--- src/rtl/mbox_pkg.sv ---
package mbox_pkg;

    localparam int MB_CNT = 4;
    localparam int DATA_W = 16;
    localparam int ADDR_W = 6;
    localparam int IDX_W  = $clog2(MB_CNT);
    localparam int BYTE_W = DATA_W / 2;
    localparam int PAD_W  = DATA_W - 3 * MB_CNT;

    localparam logic [ADDR_W-1:0] OWN_BASE  = 6'h20;
    localparam logic [ADDR_W-1:0] PEER_BASE = 6'h24;
    localparam logic [ADDR_W-1:0] CTRL_ADDR = 6'h28;

    typedef enum logic [1:0] {
        ACC_NONE,
        ACC_OWN,
        ACC_PEER,
        ACC_CTRL
    } acc_kind_e;

    typedef struct packed {
        acc_kind_e        kind;
        logic [IDX_W-1:0] idx;
    } acc_dec_t;

    typedef struct packed {
        logic              sel;
        logic              wr;
        logic [1:0]        be;
        logic [ADDR_W-1:0] addr;
        logic [DATA_W-1:0] wdata;
    } port_req_t;

    function automatic acc_dec_t mbox_decode(input logic [ADDR_W-1:0] addr);
        acc_dec_t d;
        d.idx  = addr[IDX_W-1:0];
        d.kind = ACC_NONE;
        if (addr[ADDR_W-1:IDX_W] == OWN_BASE[ADDR_W-1:IDX_W])
            d.kind = ACC_OWN;
        else if (addr[ADDR_W-1:IDX_W] == PEER_BASE[ADDR_W-1:IDX_W])
            d.kind = ACC_PEER;
        else if (addr == CTRL_ADDR)
            d.kind = ACC_CTRL;
        return d;
    endfunction

    function automatic logic [DATA_W-1:0] ctrl_word(
        input logic [MB_CNT-1:0] mask,
        input logic [MB_CNT-1:0] cause,
        input logic [MB_CNT-1:0] status
    );
        return {{PAD_W{1'b0}}, ~status, ~cause, mask};
    endfunction

endpackage

--- src/rtl/mbox_flags.sv ---
module mbox_flags
    import mbox_pkg::*;
#(
    parameter int N = MB_CNT
) (
    input  logic         clk,
    input  logic         rst,
    input  logic [N-1:0] set_i,
    input  logic [N-1:0] clr_i,
    input  logic [N-1:0] mask_i,
    output logic [N-1:0] status_o,
    output logic [N-1:0] cause_o
);

    for (genvar i = 0; i < N; i++) begin : g_src
        always_ff @(posedge clk) begin
            if (rst)
                status_o[i] <= 1'b0;
            else if (set_i[i])
                status_o[i] <= 1'b1;
            else if (clr_i[i])
                status_o[i] <= 1'b0;
        end

        always_ff @(posedge clk) begin
            if (rst)
                cause_o[i] <= 1'b0;
            else if (set_i[i] && !mask_i[i])
                cause_o[i] <= 1'b1;
            else if (clr_i[i] && !set_i[i])
                cause_o[i] <= 1'b0;
        end
    end

endmodule

--- src/rtl/mbox_side.sv ---
module mbox_side
    import mbox_pkg::*;
#(
    parameter int N  = MB_CNT,
    parameter int DW = DATA_W
) (
    input  logic                  clk,
    input  logic                  rst,
    input  port_req_t             req_i,
    input  logic [N-1:0]          peer_set_i,
    input  logic [N-1:0][DW-1:0]  peer_mbox_i,
    output logic [N-1:0][DW-1:0]  own_mbox_o,
    output logic [N-1:0]          own_set_o,
    output logic [DW-1:0]         rdata_o,
    output logic                  irq_n_o,
    output logic [N-1:0]          mask_o,
    output logic [N-1:0]          status_o,
    output logic [N-1:0]          cause_o
);

    localparam int HB = DW / 2;

    acc_dec_t     dec;
    logic         is_rd;
    logic         is_wr;
    logic [N-1:0] clr;

    assign dec   = mbox_decode(req_i.addr);
    assign is_rd = req_i.sel && !req_i.wr;
    assign is_wr = req_i.sel && req_i.wr;

    for (genvar i = 0; i < N; i++) begin : g_mb
        logic hit_own;
        logic hit_peer;
        assign hit_own  = (dec.kind == ACC_OWN)  && (dec.idx == i);
        assign hit_peer = (dec.kind == ACC_PEER) && (dec.idx == i);

        always_ff @(posedge clk) begin
            if (rst) begin
                own_mbox_o[i] <= '0;
            end else if (is_wr && hit_own) begin
                if (req_i.be[0]) own_mbox_o[i][HB-1:0]  <= req_i.wdata[HB-1:0];
                if (req_i.be[1]) own_mbox_o[i][DW-1:HB] <= req_i.wdata[DW-1:HB];
            end
        end

        assign own_set_o[i] = is_wr && hit_own  && req_i.be[1];
        assign clr[i]       = is_rd && hit_peer && req_i.be[1];
    end

    always_ff @(posedge clk) begin
        if (rst)
            mask_o <= '1;
        else if (is_wr && dec.kind == ACC_CTRL && req_i.be[0])
            mask_o <= req_i.wdata[N-1:0];
    end

    always_ff @(posedge clk) begin
        if (rst) begin
            rdata_o <= '0;
        end else if (is_rd) begin
            unique case (dec.kind)
                ACC_OWN:  rdata_o <= own_mbox_o[dec.idx];
                ACC_PEER: rdata_o <= peer_mbox_i[dec.idx];
                ACC_CTRL: rdata_o <= ctrl_word(mask_o, cause_o, status_o);
                default:  rdata_o <= '0;
            endcase
        end
    end

    mbox_flags #(.N(N)) u_flags (
        .clk      (clk),
        .rst      (rst),
        .set_i    (peer_set_i),
        .clr_i    (clr),
        .mask_i   (mask_o),
        .status_o (status_o),
        .cause_o  (cause_o)
    );

    assign irq_n_o = ~|(cause_o & ~mask_o);

endmodule

--- src/rtl/mbox_irq_ctrl.sv ---
module mbox_irq_ctrl
    import mbox_pkg::*;
(
    input  logic              clk,
    input  logic              rst,
    input  logic              a_sel,
    input  logic [ADDR_W-1:0] a_addr,
    input  logic              a_wr,
    input  logic [1:0]        a_be,
    input  logic [DATA_W-1:0] a_wdata,
    output logic [DATA_W-1:0] a_rdata,
    output logic              a_irq_n,
    input  logic              b_sel,
    input  logic [ADDR_W-1:0] b_addr,
    input  logic              b_wr,
    input  logic [1:0]        b_be,
    input  logic [DATA_W-1:0] b_wdata,
    output logic [DATA_W-1:0] b_rdata,
    output logic              b_irq_n
);

    localparam int SIDES = 2;

    port_req_t [SIDES-1:0]                     req;
    logic [SIDES-1:0][MB_CNT-1:0][DATA_W-1:0]  mbox_all;
    logic [SIDES-1:0][MB_CNT-1:0]              set_all;
    logic [SIDES-1:0][MB_CNT-1:0]              mask_all;
    logic [SIDES-1:0][MB_CNT-1:0]              stat_all;
    logic [SIDES-1:0][MB_CNT-1:0]              cause_all;
    logic [SIDES-1:0][DATA_W-1:0]              rd_all;
    logic [SIDES-1:0]                          irq_all;

    assign req[0] = '{sel: a_sel, wr: a_wr, be: a_be, addr: a_addr, wdata: a_wdata};
    assign req[1] = '{sel: b_sel, wr: b_wr, be: b_be, addr: b_addr, wdata: b_wdata};

    for (genvar p = 0; p < SIDES; p++) begin : g_side
        mbox_side #(.N(MB_CNT), .DW(DATA_W)) u_side (
            .clk         (clk),
            .rst         (rst),
            .req_i       (req[p]),
            .peer_set_i  (set_all[SIDES-1-p]),
            .peer_mbox_i (mbox_all[SIDES-1-p]),
            .own_mbox_o  (mbox_all[p]),
            .own_set_o   (set_all[p]),
            .rdata_o     (rd_all[p]),
            .irq_n_o     (irq_all[p]),
            .mask_o      (mask_all[p]),
            .status_o    (stat_all[p]),
            .cause_o     (cause_all[p])
        );
    end

    assign a_rdata = rd_all[0];
    assign b_rdata = rd_all[1];
    assign a_irq_n = irq_all[0];
    assign b_irq_n = irq_all[1];

endmodule

--- config.mk ---
export PLATFORM = sky130hd
export DESIGN_NAME = mbox_irq_ctrl
export DESIGN_NICKNAME = d
export VERILOG_FILES = /design/src/rtl/mbox_pkg.sv /design/src/rtl/mbox_flags.sv /design/src/rtl/mbox_side.sv /design/src/rtl/mbox_irq_ctrl.sv
export SDC_FILE = /design/constraint.sdc
export NUM_CORES = 1
export LEC_CHECK = 0
export ABC_AREA = 1
export CORE_AREA = 2 2 136 138
export CTS_BUF_LIST = sky130_fd_sc_hd__clkbuf_16
export CTS_CLUSTER_DIAMETER = 150
export CTS_CLUSTER_SIZE = 30
export DETAILED_ROUTE_END_ITERATION = 7
export DIE_AREA = 0 0 138 140
export PLACE_DENSITY = 0.73
export SYNTH_ARGS = -nofsm -noshare
export SYNTH_HDL_FRONTEND = slang
export SYNTH_SLANG_ARGS = --single-unit
--- constraint.sdc ---
create_clock -name clk -period 4 [get_ports clk]
set_clock_uncertainty 0.05 [all_clocks]
set_input_delay 0.8 -clock clk [delete_from_list [all_inputs] [get_ports clk]]
set_output_delay 0.8 -clock clk [all_outputs]
set_load 0.02 [all_outputs]
==> results of run 1 <==
==> power by group through the flow <==
stage | registers (mW) | logic (mW) | clock network, mW
final | 1.84 | 0.286 | 1.74
after floorplan | 1.88 | 0.151 | 0
after CTS | 1.84 | 0.281 | 1.75
after detailed placement | 1.88 | 0.279 | 0
after global placement | 1.88 | 0.277 | 0
after global routing | 1.84 | 0.307 | 1.82
==> cells by family (layout without fill, tap and decap cells) <==
group	after synthesis	in the layout	synth area share, %
compound gates	313	313	16.6
buf+inv	192	243	8.21
flops	184	184	38.3
simple gates	851	851	36.9
==> flip-flops by register name (all words and copies together) (netlist names) <==
register and flops:
g_side.u_side.rdata_o 32, g_side.u_side.u_flags.status_o 8, g_side.u_side.mask_o 8, g_side.u_side.u_flags.cause_o 8, g_side.u_side.own_mbox_o 128
==> worst max path at each step <==
stage                                                        end  slack [ns]  depth (start not counted)
5_1_grt             g_side[1].u_side.own_mbox_o[50]$_SDFFE_PP0P_        1.07                          9
6_report                                                 a_irq_n        1.11                          3
3_3_place_gp        g_side[1].u_side.own_mbox_o[49]$_SDFFE_PP0P_        0.97                          9
4_1_cts                                                  a_irq_n        1.12                          3
3_5_place_dp        g_side[1].u_side.own_mbox_o[62]$_SDFFE_PP0P_        0.90                          7
2_1_floorplan  g_side[0].u_side.u_flags.status_o[0]$_SDFFE_PP0P_        2.04                          8
==> through the flow <==
stage,worst slack [ns],utilization (%)
6_report,1.11,62.5
5_1_grt,1.07,62.5
4_1_cts,1.12,62.5
3_5_place_dp,0.903,59.1
3_3_place_gp,0.970,59.1
2_1_floorplan,2.04,-
==> per-layer routing <==
metal  wire length (µm)  share of wire, %  track usage [%]  vias up
met2              12900                43             48.1      540
met4                433               1.4             7.09        0
met1              13300                44             43.0     4594
li1                   -                 -                -     4989
met3               3290                11             8.51       47
met5                  0                 0                0        -
==> cell type report <==
type                            instances  area [µm²]
Fill cell                            1736        6670
Tap cell                              229         287
Clock buffer                           17         425
Clock inverter                         15         176
Multi-Input combinational cell       1164        5140
Timing Repair Buffer                  108        1010
Inverter                              103         389
Sequential cell                       184        3680
==> critical path: stages (launching register included) <==
cell             delay [ns]
dfxtp_1                0.37
inv_1                  0.08
a221oi_1               0.45
clkdlybuf4s50_1        0.70
==> cell usage after synthesis, drive strengths merged <==
cell type  instances  share of area [%]
a21oi            184                9.6
clkbuf            43                1.7
nand4              5               0.33
nor2              50                3.0
nand3             91                5.2
o211ai             8               0.62
inv              101                3.9
nor3               1               0.17
nand2            691                 27
o21ai            117                6.1
or2                1              0.065
a221oi             2               0.18
dfxtp            184                 38
o22ai              2               0.13
clkinv             2              0.091
nand3b            12               0.94
buf               46                2.5
==> impl_metrics.tcl, run 1 <==
set metrics [dict create \
    clk_latency_ns 0.44 \
    netlist_instances 1540 \
    drt_iter0_drc 978 \
    worstSetupEndpointType "output port" \
    n_antenna_cell 0 \
    power.density_mw_per_mm2 348 \
    grt_pass1_wl_um 48700 \
    rsz0062_at_grt "no" \
    initial_core_util_pct 54.1 \
    leakage_nw 4.67 \
    timing.final.crit_share_pct 72.1 \
    routabilityCongestion 0.920 \
    cp_data_required_time_ns 3.15 \
    ctsHtreeMaxLevel 4 \
    clk_pin_slew_worst_paths_ns 0.07 \
    ir_drop_mv 0.309 \
    drv_slew 0 \
    clk_path_buf_depth 2 \
    hpwl_um 19700 \
    hold_ws_ns 0.407 \
    syn_area_mm2 0.00961 \
    antenna_found_initial 0 \
    cap_violations 0 \
    crit_type "reg2out" \
    drt_first_pass_iters 6 \
    drtAntennaViolNets 0 \
    final_cell_mix "687 x nand2_1, 184 x a21oi_1, 184 x dfxtp_1" \
    synth_seq_cells 184 \
    final_common_cell "nand2_1" \
    comb_power_share_pct 7.4 \
    fp.dieArea_mm2 0.0193 \
    cts.sinks 184 \
    setup_violations 0 \
    ctsResizeCount 0 \
    cts_tree "built" \
    synth_cell_types 29 \
    drc 0 \
    dp.cells 1788 \
    cts_setup_buffers 0 \
    cp_max_fo 3 \
    viasPerCell 5.59 \
    grt_pass1_vias 9353 \
    vias 10200 \
    synth-seq-area-share_pct 38.3 \
    drt-total-wl_um 29900 \
    stdcell_count 1820 \
    hold_depth 2 \
    reg2reg_to "g_side[0].u_side.rdata_o[14]$_SDFFE_PP0P_" \
    startpoint_type "register" \
    tritoncts.num_buffers 17 \
    synthesis.nets 1594 \
    ff2ff_setup_slack_ns 2.66 \
    status "completed" \
    max_slew_margin_pct 29.0 \
    setup.worst_path.start "g_side[0].u_side.mask_o[3]$_SDFFE_PP1P_" \
    syn_to_final_growth_pct 15.6 \
    io_pins 88 \
    p_int_mw 2.90 \
    hold_path_class "reg2reg" \
    die_w_um 138 \
    reg2reg_depth 8 \
    cts-root-buf "clkbuf_16" \
    drive_gt1_share_pct 5.78 \
    grt.total_usage_pct 30.9 \
    hold_violations 0 \
    cp.arrival_ns 2.04 \
    switchingPower_mw 0.966 \
    hold_path_end "g_side[1].u_side.u_flags.cause_o[1]$_SDFFE_PP0P_" \
    synth_warnings 0 \
    p_sw_share_pct 25.0 \
    power_frac_seq_pct 47.5 \
    clock.fmax_ghz 0.347 \
    routedWlPerCell_um 16.4 \
    die_height_um 140 \
    finalPower_mw 3.87 \
    std_cell_rows 49 \
    worst_pin_slew_ns 1.07 \
    hold_buffers 0 \
    clockPowerShare_pct 45.1 \
    rr_startpoint "g_side[1].u_side.own_mbox_o[14]$_SDFFE_PP0P_" \
    port_buffers 87 \
    nets 1632 \
    grt-ovfl-total 0 \
    syn_area_per_cell_um2 6.24 \
    dpl_cell_area_mm2 0.0105 \
    setup_tns_ns 0 \
    grt_max_degree 117 \
    min_from "g_side[1].u_side.u_flags.cause_o[1]$_SDFFE_PP0P_" \
    final_area_mm2 0.0111 \
    core_area_mm2 0.0178 \
    period_needed_ns 2.89 \
]
Power figures use the tool's default switching activity.
==> inputs of run 2 (changes only) <==
Clock period 4 ns to 3 ns, I/O delays scaled along.
==> run 2 against run 1 <==
Net effect: the run now ends with design-rule violations left; global-route usage is 0.38 points lower; die area did not move; worst hold slack better by 0.0035 ns; core utilization is 0.76 points higher; register-to-register slack got worse by 0.95 ns; setup slack worse by 0.72 ns; critical path depth is 1 higher; clock power increased by 39%; critical endpoint unchanged.
==> impl_metrics.tcl, run 2 (synthesis results as in run 1) <==
set metrics [dict create \
    cts_tree "built" \
    max_slew_margin_pct 48.8 \
    clk_latency_ns 0.44 \
    drt_iter0_drc 1283 \
    rsz0062_at_grt "no" \
    ff2ff_setup_slack_ns 1.71 \
    setup_tns_ns 0 \
    cp_data_required_time_ns 2.35 \
    clock.fmax_ghz 0.384 \
    die_height_um 140 \
    tritoncts.num_buffers 17 \
    cap_violations 0 \
    syn_to_final_growth_pct 17.0 \
    drt-total-wl_um 30000 \
    final_cell_mix "687 x nand2_1, 184 x a21oi_1, 184 x dfxtp_1" \
    n_antenna_cell 0 \
    p_int_mw 3.96 \
    hold_depth 2 \
    die_w_um 138 \
    drtAntennaViolNets 0 \
    worstSetupEndpointType "output port" \
    startpoint_type "register" \
    ir_drop_mv 0.410 \
    clockPowerShare_pct 45.9 \
    final_area_mm2 0.0112 \
    fin_util_pct 63.3 \
    routedWlPerCell_um 16.4 \
    cts_setup_buffers 0 \
    cts.sinks 184 \
    initial_core_util_pct 54.1 \
    grt_pass1_vias 8990 \
    ctsHtreeMaxLevel 4 \
    hold_violations 0 \
    grt_pass1_wl_um 48000 \
    grt.total_usage_pct 30.5 \
    worst_pin_slew_ns 0.768 \
    viasPerCell 5.53 \
    std_cell_rows 49 \
    vias 10100 \
    ctsResizeCount 0 \
    antenna_found_initial 0 \
    setup_violations 0 \
    reg2reg_depth 8 \
    power.density_mw_per_mm2 468 \
    largest_register_ffs 128 \
    cp.arrival_ns 1.95 \
    routabilityCongestion 0.933 \
    hpwl_um 20000 \
    crit_type "reg2out" \
    io_pins 88 \
    comb_power_share_pct 7.5 \
    fp.dieArea_mm2 0.0193 \
    leakage_nw 4.76 \
    grt-ovfl-total 0 \
    drive_gt1_share_pct 6.49 \
    cts-root-buf "clkbuf_16" \
    grt_max_degree 69 \
    switchingPower_mw 1.30 \
    dpl_cell_area_mm2 0.0106 \
    core_area_mm2 0.0178 \
    clk_pin_slew_worst_paths_ns 0.07 \
    drt_first_pass_iters 8 \
    cp_max_fo 3 \
    top_regs "g_side.u_side.own_mbox_o x128, g_side.u_side.rdata_o x32" \
    power_frac_seq_pct 46.6 \
    port_buffers 87 \
    top_register "g_side.u_side.own_mbox_o" \
    hold_buffers 0 \
    drc 21 \
    period_needed_ns 2.60 \
    hold_path_class "reg2reg" \
    timing.final.crit_share_pct 86.7 \
    status "finished, violations left" \
    p_sw_share_pct 24.6 \
    clk_path_buf_depth 2 \
    final_common_cell "nand2_1" \
    drv_slew 0 \
    hold_ws_ns 0.411 \
    violations "design-rule violations" \
    nets 1644 \
]
==> run 2: final cells by class <==
class | instances | area, µm²
Clock buffer | 17 | 425
Tap cell | 229 | 287
Clock inverter | 15 | 198
Sequential cell | 184 | 3680
Fill cell | 1690 | 6530
Inverter | 103 | 388
Multi-Input combinational cell | 1164 | 5140
Timing Repair Buffer | 120 | 1130
==> run 2: final timing paths <==
path,start,endpoint
worst max-delay path,g_side[0].u_side.u_flags.cause_o[0]$_SDFFE_PP0P_,a_irq_n
worst min-delay path,g_side[1].u_side.u_flags.cause_o[1]$_SDFFE_PP0P_,g_side[1].u_side.u_flags.cause_o[1]$_SDFFE_PP0P_
worst max register to register,g_side[1].u_side.own_mbox_o[14]$_SDFFE_PP0P_,g_side[0].u_side.rdata_o[14]$_SDFFE_PP0P_
worst min register to register,g_side[1].u_side.u_flags.cause_o[1]$_SDFFE_PP0P_,g_side[1].u_side.u_flags.cause_o[1]$_SDFFE_PP0P_
==> run 2: layer usage <==
metal  global-route usage, %  share of wire, %  wire length, µm  vias to the layer above
met4                    8.38               2.0              588                        0
met5                       0                 0                0                        -
met2                    46.1                43            12900                      525
met3                    7.01                10             3100                       58
met1                    43.9                45            13400                     4534
li1                        -                 -                -                     5014
==> run 2: power by group through the flow <==
stage / clock (mW) / combinational [mW] / sequential, mW
after detailed placement: 0 / 0.385 / 2.51
after CTS: 2.42 / 0.386 / 2.45
after floorplan: 0 / 0.201 / 2.51
after global routing: 2.54 / 0.422 / 2.45
final: 2.41 / 0.396 / 2.45
after global placement: 0 / 0.382 / 2.51
==> run 2: critical path: stages, from the launching register on <==
cell,delay (ns)
dfxtp_1,0.32
inv_1,0.12
o22ai_1,0.09
a221oi_1,0.30
clkdlybuf4s50_1,0.68
==> run 2: through the flow <==
step / setup WS (ns) / total power, mW / std cells
2_1_floorplan: 1.24 / 2.71 / 1540
3_3_place_gp: 0.402 / 2.89 / 1800
3_5_place_dp: 0.395 / 2.89 / 1800
4_1_cts: 0.399 / 5.25 / 1832
5_1_grt: 0.345 / 5.41 / 1832
6_report: 0.398 / 5.26 / 1832
